$ cat src/rtl/simt_mask_pkg.sv
package simt_mask_pkg;
  typedef enum logic [1:0] {
    OP_IDLE  = 2'd0,
    OP_ENTER = 2'd1,
    OP_FLIP  = 2'd2,
    OP_LEAVE = 2'd3
  } mask_op_e;
endpackage

$ cat src/rtl/mask_cmd_decode.sv
module mask_cmd_decode
  import simt_mask_pkg::*;
(
  input  logic     enter_i,
  input  logic     flip_i,
  input  logic     leave_i,
  output mask_op_e op_o,
  output logic     clash_o
);
  logic [1:0] n_cmd;

  always_comb begin
    n_cmd   = 2'(enter_i) + 2'(flip_i) + 2'(leave_i);
    clash_o = (n_cmd > 2'd1);
    op_o    = OP_IDLE;
    if (!clash_o) begin
      if (enter_i)      op_o = OP_ENTER;
      else if (flip_i)  op_o = OP_FLIP;
      else if (leave_i) op_o = OP_LEAVE;
    end
  end
endmodule

$ cat src/rtl/mask_lifo.sv
module mask_lifo #(
  parameter int LANES = 32,
  parameter int DEPTH = 8
) (
  input  logic             clk,
  input  logic             rst_n,
  input  logic             push_i,
  input  logic             pop_i,
  input  logic [LANES-1:0] wdata_i,
  output logic [LANES-1:0] top_o,
  output logic             full_o,
  output logic             empty_o
);
  localparam int SPW  = $clog2(DEPTH + 1);
  localparam int IDXW = (DEPTH > 1) ? $clog2(DEPTH) : 1;

  logic [SPW-1:0]   sp_q;
  logic [SPW-1:0]   top_idx;
  logic [LANES-1:0] entry_q [DEPTH];

  assign full_o  = (sp_q == SPW'(DEPTH));
  assign empty_o = (sp_q == '0);
  assign top_idx = sp_q - 1'b1;
  assign top_o   = empty_o ? '0 : entry_q[top_idx[IDXW-1:0]];

  always_ff @(posedge clk) begin
    if (!rst_n)      sp_q <= '0;
    else if (push_i) sp_q <= sp_q + 1'b1;
    else if (pop_i)  sp_q <= sp_q - 1'b1;
  end

  for (genvar g = 0; g < DEPTH; g++) begin : g_entry
    always_ff @(posedge clk) begin
      if (!rst_n)                            entry_q[g] <= '0;
      else if (push_i && sp_q == SPW'(g))    entry_q[g] <= wdata_i;
    end
  end


  no_overflow_chk: assert property (@(posedge clk) disable iff (!rst_n)
    full_o |=> !(sp_q > SPW'(DEPTH)));


  no_underflow_chk: assert property (@(posedge clk) disable iff (!rst_n)
    (empty_o && !push_i) |=> empty_o);
endmodule

$ cat src/rtl/mask_next_calc.sv
module mask_next_calc
  import simt_mask_pkg::*;
#(
  parameter int LANES = 32
) (
  input  mask_op_e         op_i,
  input  logic [LANES-1:0] cur_i,
  input  logic [LANES-1:0] pred_i,
  input  logic [LANES-1:0] top_i,
  output logic [LANES-1:0] next_o
);
  always_comb begin
    unique case (op_i)
      OP_ENTER: next_o = cur_i & pred_i;
      OP_FLIP:  next_o = top_i & ~cur_i;
      OP_LEAVE: next_o = top_i;
      default:  next_o = cur_i;
    endcase
  end
endmodule

$ cat src/rtl/simt_mask_stack.sv
module simt_mask_stack
  import simt_mask_pkg::*;
#(
  parameter int LANES = 32,
  parameter int DEPTH = 8
) (
  input  logic             clk,
  input  logic             rst_n,
  input  logic             br_enter,
  input  logic             br_flip,
  input  logic             br_leave,
  input  logic [LANES-1:0] lane_pred,
  input  logic             retire,
  output logic [LANES-1:0] active_mask,
  output logic [LANES-1:0] lane_wen,
  output logic             path_skip,
  output logic             cmd_err
);
  mask_op_e         op;
  logic             clash, full, empty, legal;
  logic [LANES-1:0] top, next_mask, active_q;
  logic             err_q;

  mask_cmd_decode u_dec (
    .enter_i(br_enter), .flip_i(br_flip), .leave_i(br_leave),
    .op_o(op), .clash_o(clash)
  );

  always_comb begin
    legal = !clash;
    if (op == OP_ENTER && full)                      legal = 1'b0;
    if ((op == OP_FLIP || op == OP_LEAVE) && empty)  legal = 1'b0;
  end

  mask_lifo #(.LANES(LANES), .DEPTH(DEPTH)) u_lifo (
    .clk(clk), .rst_n(rst_n),
    .push_i(legal && op == OP_ENTER),
    .pop_i(legal && op == OP_LEAVE),
    .wdata_i(active_q),
    .top_o(top), .full_o(full), .empty_o(empty)
  );

  mask_next_calc #(.LANES(LANES)) u_next (
    .op_i(op), .cur_i(active_q), .pred_i(lane_pred), .top_i(top),
    .next_o(next_mask)
  );

  always_ff @(posedge clk) begin
    if (!rst_n) begin
      active_q <= '1;
      err_q    <= 1'b0;
    end else begin
      if (legal) active_q <= next_mask;
      err_q <= !legal;
    end
  end

  assign active_mask = active_q;
  assign lane_wen    = retire ? active_q : '0;
  assign path_skip   = (active_q == '0);
  assign cmd_err     = err_q;


  enter_narrows_chk: assert property (@(posedge clk) disable iff (!rst_n)
    (br_enter && !br_flip && !br_leave && !full)
      |=> ((active_q & ~$past(active_q)) == '0));


  flip_disjoint_chk: assert property (@(posedge clk) disable iff (!rst_n)
    (br_flip && !br_enter && !br_leave && !empty)
      |=> ((active_q & $past(active_q)) == '0));


  err_holds_mask_chk: assert property (@(posedge clk) disable iff (!rst_n)
    cmd_err |-> $stable(active_q));


  err_cause_chk: assert property (@(posedge clk) disable iff (!rst_n)
    cmd_err |-> $past(br_enter || br_flip || br_leave));


  clash_err_chk: assert property (@(posedge clk) disable iff (!rst_n)
    ($countones({br_enter, br_flip, br_leave}) > 1) |=> cmd_err);
endmodule

$ cat config.mk
export PLATFORM = sky130hd
export DESIGN_NAME = simt_mask_stack
export DESIGN_NICKNAME = d
export VERILOG_FILES = /design/src/rtl/simt_mask_pkg.sv /design/src/rtl/mask_cmd_decode.sv /design/src/rtl/mask_lifo.sv /design/src/rtl/mask_next_calc.sv /design/src/rtl/simt_mask_stack.sv
export SDC_FILE = /design/constraint.sdc
export NUM_CORES = 1
export LEC_CHECK = 0
export CORE_AREA = 2 2 150 181
export CTS_BUF_LIST = sky130_fd_sc_hd__clkbuf_4
export DETAILED_ROUTE_END_ITERATION = 10
export DIE_AREA = 0 0 152 183
export GPL_ROUTABILITY_DRIVEN = 0
export PLACE_DENSITY = 0.77
export SYNTH_ARGS = -nofsm -noshare
export SYNTH_HDL_FRONTEND = slang
export SYNTH_SLANG_ARGS = --single-unit
$ cat constraint.sdc
create_clock -name clk -period 9.45 [get_ports clk]
set_input_delay 1.4175 -clock clk [delete_from_list [all_inputs] [get_ports clk]]
set_output_delay 1.4175 -clock clk [all_outputs]
set_load 0.005 [all_outputs]
## Word level (Yosys, flattened, before mapping)

Memory sizes are Yosys's and may differ from the RTL's.
Cells that the tools add are included.

- Add/sub/neg operators: 4
- $lt $le $gt $ge: 1
- Equality and inequality tests: 11
- Multiplexer cells: 44
- Bitwise operators: 11
- Reduce and logical (&&, ||, !) cells: 20

Operators by type and width:

| operator | number |
|---|---|
| 2-to-1 mux 32 bit | 10 |
| case mux 32 bit (3 select lines) | 1 |
| bitwise AND 32 bit | 2 |
| zero test 32 bit | 1 |
| NOT 32 bit | 1 |
| 2-to-1 mux 1 bit | 27 |
| == test 4 x 3 -> 1 bit (second input constant) | 4 |
| logical AND 1 bit | 12 |
| == test 4 x 2 -> 1 bit (second input constant) | 2 |
| 2-to-1 mux 2 bit | 4 |
| 2-to-1 mux 4 bit | 2 |
| OR 1 bit | 8 |
| adder 4 x 1 -> 4 bit (second input constant) | 1 |
| == test 2 bit (second input constant) | 2 |
| == test 4 x 1 -> 1 bit (second input constant) | 1 |
| == test 4 bit (second input constant) | 1 |
| zero test 4 bit | 1 |
| subtractor 4 x 1 -> 4 bit (second input constant) | 1 |
| nonzero test 3 bit | 1 |
| adder 1 x 1 -> 2 bit | 1 |
| adder 2 x 1 -> 2 bit | 1 |
| == test 2 x 1 -> 1 bit (second input constant) | 1 |
| greater-than comparator 2 x 1 -> 1 bit (second input constant) | 1 |
| zero test 1 bit | 2 |
| other kinds (3) | 3 |

- Flip-flop bits (word level): 37
- Memory bits (writable): 256
- Input port bits: 38
- Output and inout port bits: 66
- Logic and storage cells: 95
- Memories kept: 1

Memory list:

| memory | depth | width | read ports | clocked after Yosys merged registers in | wr ports | RTL line | source |
|---|---|---|---|---|---|---|---|
| u_lifo.entry_q | 8 | 32 | 1 | 0 | 8 | mask_lifo.sv:19 | `logic [LANES-1:0] entry_q [DEPTH];` |

## Depth between registers and ports, before layout

- Depth in word-level cells: 14
- Mapped depth: 12
- Gate-level depth less buffers: 6

## By module

A second synthesis with hierarchy kept.

- Cells, all modules: 1100
- Area total of the unflattened synthesis: 14901.8 µm²

Modules (own cells, without submodules):

| module | times used | cells an instance | area each (µm²) | seq. area each (µm²) |
|---|---|---|---|---|
| mask_lifo | 1 | 720 | 11825.1 | 7767.4 |
| simt_mask_stack | 1 | 199 | 1574.0 | 660.6 |
| mask_next_calc | 1 | 174 | 1450.1 | 0.0 |
| mask_cmd_decode | 1 | 7 | 52.6 | 0.0 |

## Least setup slack after synthesis

No wires, ideal clock.

- Path kind: input port to flip-flop
- From: input br_enter
- To: memory u_lifo.entry_q[1][0] (enable)
- Library setup time: 0.466 ns
- Arrival: 4.655 ns
- Required time: 8.984 ns
- Path slack: 4.329 ns
- Stages: 4
- Buffers on the path: 0
- Path through: ha_1 > a21o_1 > or4_1 > o21ai_0

RTL lines:

| item | RTL line | source |
|---|---|---|
| start, declared | simt_mask_stack.sv:9 | `input logic br_enter,` |
| end, declared | mask_lifo.sv:19 |  |

## Worst setup path in the final report

- From: input retire
- To: output lane_wen[28]

- Cells in the longest elaborated chain, start to end: 1

Ends and longest elaborated chain:

| item | RTL line | source |
|---|---|---|
| start, declared | simt_mask_stack.sv:13 | `input logic retire,` |
| 2-to-1 mux 32 bit | simt_mask_stack.sv:59 | `assign lane_wen = retire ? active_q : '0;` |
| end, declared | simt_mask_stack.sv:15 | `output logic [LANES-1:0] lane_wen,` |

No other way between the ends.

==> impl_table.tex <==
\begin{tabular}{lr}
\hline
Metric & Value \\
\hline
\multicolumn{2}{l}{\textbf{Status}} \\
Outcome & complete, no violations \\
\multicolumn{2}{l}{\textbf{Yosys}} \\
Synth Net Count & 1131 \\
Synthesis Warnings & 0 \\
Netlist area before placement & 14100 sq um \\
Number of flops mapped to enable cells by yosys & 256 \\
Combinational family with the most area after synthesis & simple AND/OR/NAND/NOR gates \\
Share of flip-flops with an asynchronous set or reset after synthesis & 0\% \\
Number of distinct library cells after synthesis & 56 \\
Post-synthesis xor/xnor area fraction & 0.302\% \\
Dominant cells by area after synthesis & sky130\_fd\_sc\_hd\_\_edfxtp\_1, sky130\_fd\_sc\_hd\_\_and3\_1, sky130\_fd\_sc\_hd\_\_mux4\_2 \\
Number of register bits inferred by synthesis & 293 \\
Mux share of post-synthesis cell area & 9.98\% \\
Complex-gate fraction of the synthesized area & 6.19\% \\
Cell type with the highest aggregate area in the netlist & sky130\_fd\_sc\_hd\_\_edfxtp\_1 \\
Synthesized netlist cell count & 1087 \\
Main flop type after synthesis & sky130\_fd\_sc\_hd\_\_edfxtp\_1 \\
Simple-gate share of the synthesized area & 18.3\% \\
Proportion of synthesized chip area in sequential cells & 59.9\% \\
Synthesized area per cell & 12.9 sq um \\
Adder-cell share of the synthesized area & 0.533\% \\
Area share of the leading cell type in the synthesized netlist & 54.6\% \\
\multicolumn{2}{l}{\textbf{Critical path}} \\
Critical path start-end classification & in -> out \\
Worst Path Required & 8.03 ns \\
Setup slack on the worst flop-to-flop path & 5.90 ns \\
Startpoint type of the worst setup path & input port \\
Data arrival time at the worst-slack endpoint & 3.44 ns \\
Cell with the largest stage delay on the worst path & sky130\_fd\_sc\_hd\_\_clkdlybuf4s50\_1 \\
Crit path capture type & output port \\
Crit-path most repeated cell & sky130\_fd\_sc\_hd\_\_clkdlybuf4s50\_1 \\
Maximum fanout encountered on the critical timing path & 19 \\
Slowest Stage Delay on Critical Path & 1.04 ns \\
Crit-path cells & clkdlybuf4s50\_1 -> buf\_4 -> and2\_1 -> clkdlybuf4s50\_1 \\
\multicolumn{2}{l}{\textbf{Clocking}} \\
Buffer levels on the longest clock path & 3 \\
Clock network latency to the later pin of the worst-skew pair & 0.69 ns \\
Hold-fix buffer count after cts & 0 \\
CTS H-Tree Depth & 3 \\
Number of buffers inserted by post-CTS setup repair & 0 \\
Number of buffers added by the clock tree synthesis step & 74 \\
Cell at the root of the clock tree & sky130\_fd\_sc\_hd\_\_clkbuf\_4 \\
Number of instances resized during post-cts repair & 0 \\
Worst-path clk slew & 0.06 ns \\
Number of clock sinks & 293 \\
CTS tree & yes \\
\multicolumn{2}{l}{\textbf{Finish}} \\
Count of nets after finishing & 1197 \\
Commonest non-fill, non-tap cells in the layout & sky130\_fd\_sc\_hd\_\_edfxtp\_1, sky130\_fd\_sc\_hd\_\_and3\_1, sky130\_fd\_sc\_hd\_\_clkbuf\_4 \\
Fill cell total of the finished layout & 1946 \\
Area Growth Syn to Fin & 15.0\% \\
Most common library cell in the layout ignoring fill and taps & sky130\_fd\_sc\_hd\_\_edfxtp\_1 \\
FF+latch area & 8430 sq um \\
Fraction of final layout cells with drive strength greater than 1 & 18.8\% \\
Post-route non-filler standard cell count & 1544 \\
Area of combinational cells with multiple inputs & 5120 sq um \\
\multicolumn{2}{l}{\textbf{Die}} \\
Core Rows & 65 \\
Die area & 27800 sq um \\
Core footprint & 26100 sq um \\
Starting utilization of the core area & 53.9\% \\
Horizontal die dimension & 152 microns \\
Die Y-Extent & 183 microns \\
Top-level port count & 104 \\
\multicolumn{2}{l}{\textbf{Global route}} \\
Total Routing Usage GR & 25.4\% \\
Number of global-route vias before repair & 10209 \\
Largest net degree at the start of global routing & 129 \\
Antenna violations before repair & 2 \\
Global-route wire length before repair & 55100 microns \\
Global route overflow & 0 \\
\multicolumn{2}{l}{\textbf{Detailed routing}} \\
Initial drt markers & 971 \\
Total length of routed wires & 35600 microns \\
Total vias in the final route & 9707 \\
Detailed Routing Iterations Pass 1 & 5 \\
Antenna viol nets, final & 0 \\
Avg Vias per Cell & 6.29 \\
Remaining design rule violation count & 0 \\
Drt wl/cell & 23.1 microns \\
\multicolumn{2}{l}{\textbf{Placed design}} \\
Count of port buffers added during placement & 103 \\
DP Wirelength & 19200 microns \\
Worst slack after detailed placement & 4.55 ns \\
Dpl cells & 1411 \\
\multicolumn{2}{l}{\textbf{STA}} \\
Headroom to the max-slew limit & 27.6\% \\
Number of hold violations in the final report & 0 \\
Final number of max-transition violations & 0 \\
RSZ-0062 raised after global routing & no \\
Min Tclk post-route & 4.86 ns \\
Total negative setup slack & 0 ns \\
Largest clock skew in the final design & 0.0365 ns \\
Transition time of the tightest slew-check pin & 1.09 ns \\
Setup ws final & 4.59 ns \\
F\_max & 0.206 GHz \\
Final Cycle Share & 51.4\% \\
Setup violations, final & 0 \\
\multicolumn{2}{l}{\textbf{Pwr}} \\
VDD IR max & 0.000101 V \\
Power density over the cells & 202 nW/um\^{}2 \\
Leakage power total & 6.56 nW \\
\multicolumn{2}{l}{\textbf{Run}} \\
Count of maximum capacitance violations & 0 \\
\multicolumn{2}{l}{\textbf{Min path}} \\
Min-delay worst type & reg -> reg \\
\hline
\end{tabular}
## where the power goes
| part | switching [mW] | internal, mW |
|---|---|---|
| clock network | 0.504 | 0.543 |
| registers | 0.0922 | 1.50 |
| logic | 0.365 | 0.261 |
## metal layers
| layer | wire [microns] | global-route usage [%] | vias up |
|---|---|---|---|
| met3 | 2940 | 5.25 | 83 |
| met2 | 18400 | 44.5 | 469 |
| met5 | 0 | 0 | - |
| li1 | - | - | 4355 |
| met4 | 956 | 11.1 | 0 |
| met1 | 13400 | 30.5 | 4800 |
## worst max-delay path, delay by kind of cell
family | cells | cell delay [ns]
buf+inv | 3 | 1.86
simple gates | 1 | 0.14
## cell usage after synthesis (all sizes together) (2+ instances only)
| master | count |
|---|---|
| a21o | 2 |
| a21oi | 5 |
| a221o | 22 |
| a221oi | 10 |
| and2 | 54 |
| and3 | 224 |
| buf | 31 |
| clkbuf | 108 |
| dfxtp | 37 |
| edfxtp | 256 |
| ha | 6 |
| inv | 18 |
| mux2 | 10 |
| mux2i | 30 |
| mux4 | 44 |
| nand2 | 47 |
| nand3 | 63 |
| nand4 | 12 |
| nand4b | 2 |
| nor2 | 9 |
| nor2b | 2 |
| nor3 | 12 |
| nor4 | 10 |
| o211ai | 2 |
| o21ai | 21 |
| o221ai | 10 |
| o311ai | 22 |
| or3 | 2 |
| or4 | 2 |
| xor2 | 3 |
## final cells by class
cell class                 count  share of cell area, %
multi-input combinational    637                   31.7
tap                          335                   2.59
clock buffer                 113                   5.24
timing repair buffer         129                   7.55
antenna                        2                 0.0309
inverter                      18                  0.418
clock inverter                17                  0.402
sequential                   293                   52.1
## stage by stage
step	utilization (%)	total power [mW]	hold WS [ns]	cell area, sq um
after detailed placement	58.4	2.24	0.565	15300
after global routing	62.0	3.39	0.604	16200
final	62.0	3.26	0.588	16200
after global placement	58.4	2.22	0.558	15300
after CTS	61.9	3.27	0.573	16200
after floorplan	-	1.99	0.503	14100
## worst paths after layout
kind	from	to	depth (start not counted)
min reg2reg	u_lifo.sp_q[1]	u_lifo.sp_q[1]	2
min	u_lifo.sp_q[1]	u_lifo.sp_q[1]	2
max	retire	lane_wen[28]	4
max reg2reg	u_lifo.sp_q[0]	u_lifo.entry_q[5][14]	6
## flip-flops by register name, indices dropped and copies added, names as in the netlist
name,cells
active_mask,32
cmd_err,1
u_lifo.entry_q,256
u_lifo.sp_q,4
## cells by family (layout without fill, tap and decap cells)
group,after synthesis,in the layout
multiplexers,84,84
adder cells (fa/ha/maj),6,6
XOR/XNOR,4,4
flip-flops,293,293
AO/OA/AOI/OAI,99,99
AND/OR/NAND/NOR,444,444
other,0,2
buffers and inverters,157,277
Power figures use the tool's default switching activity.
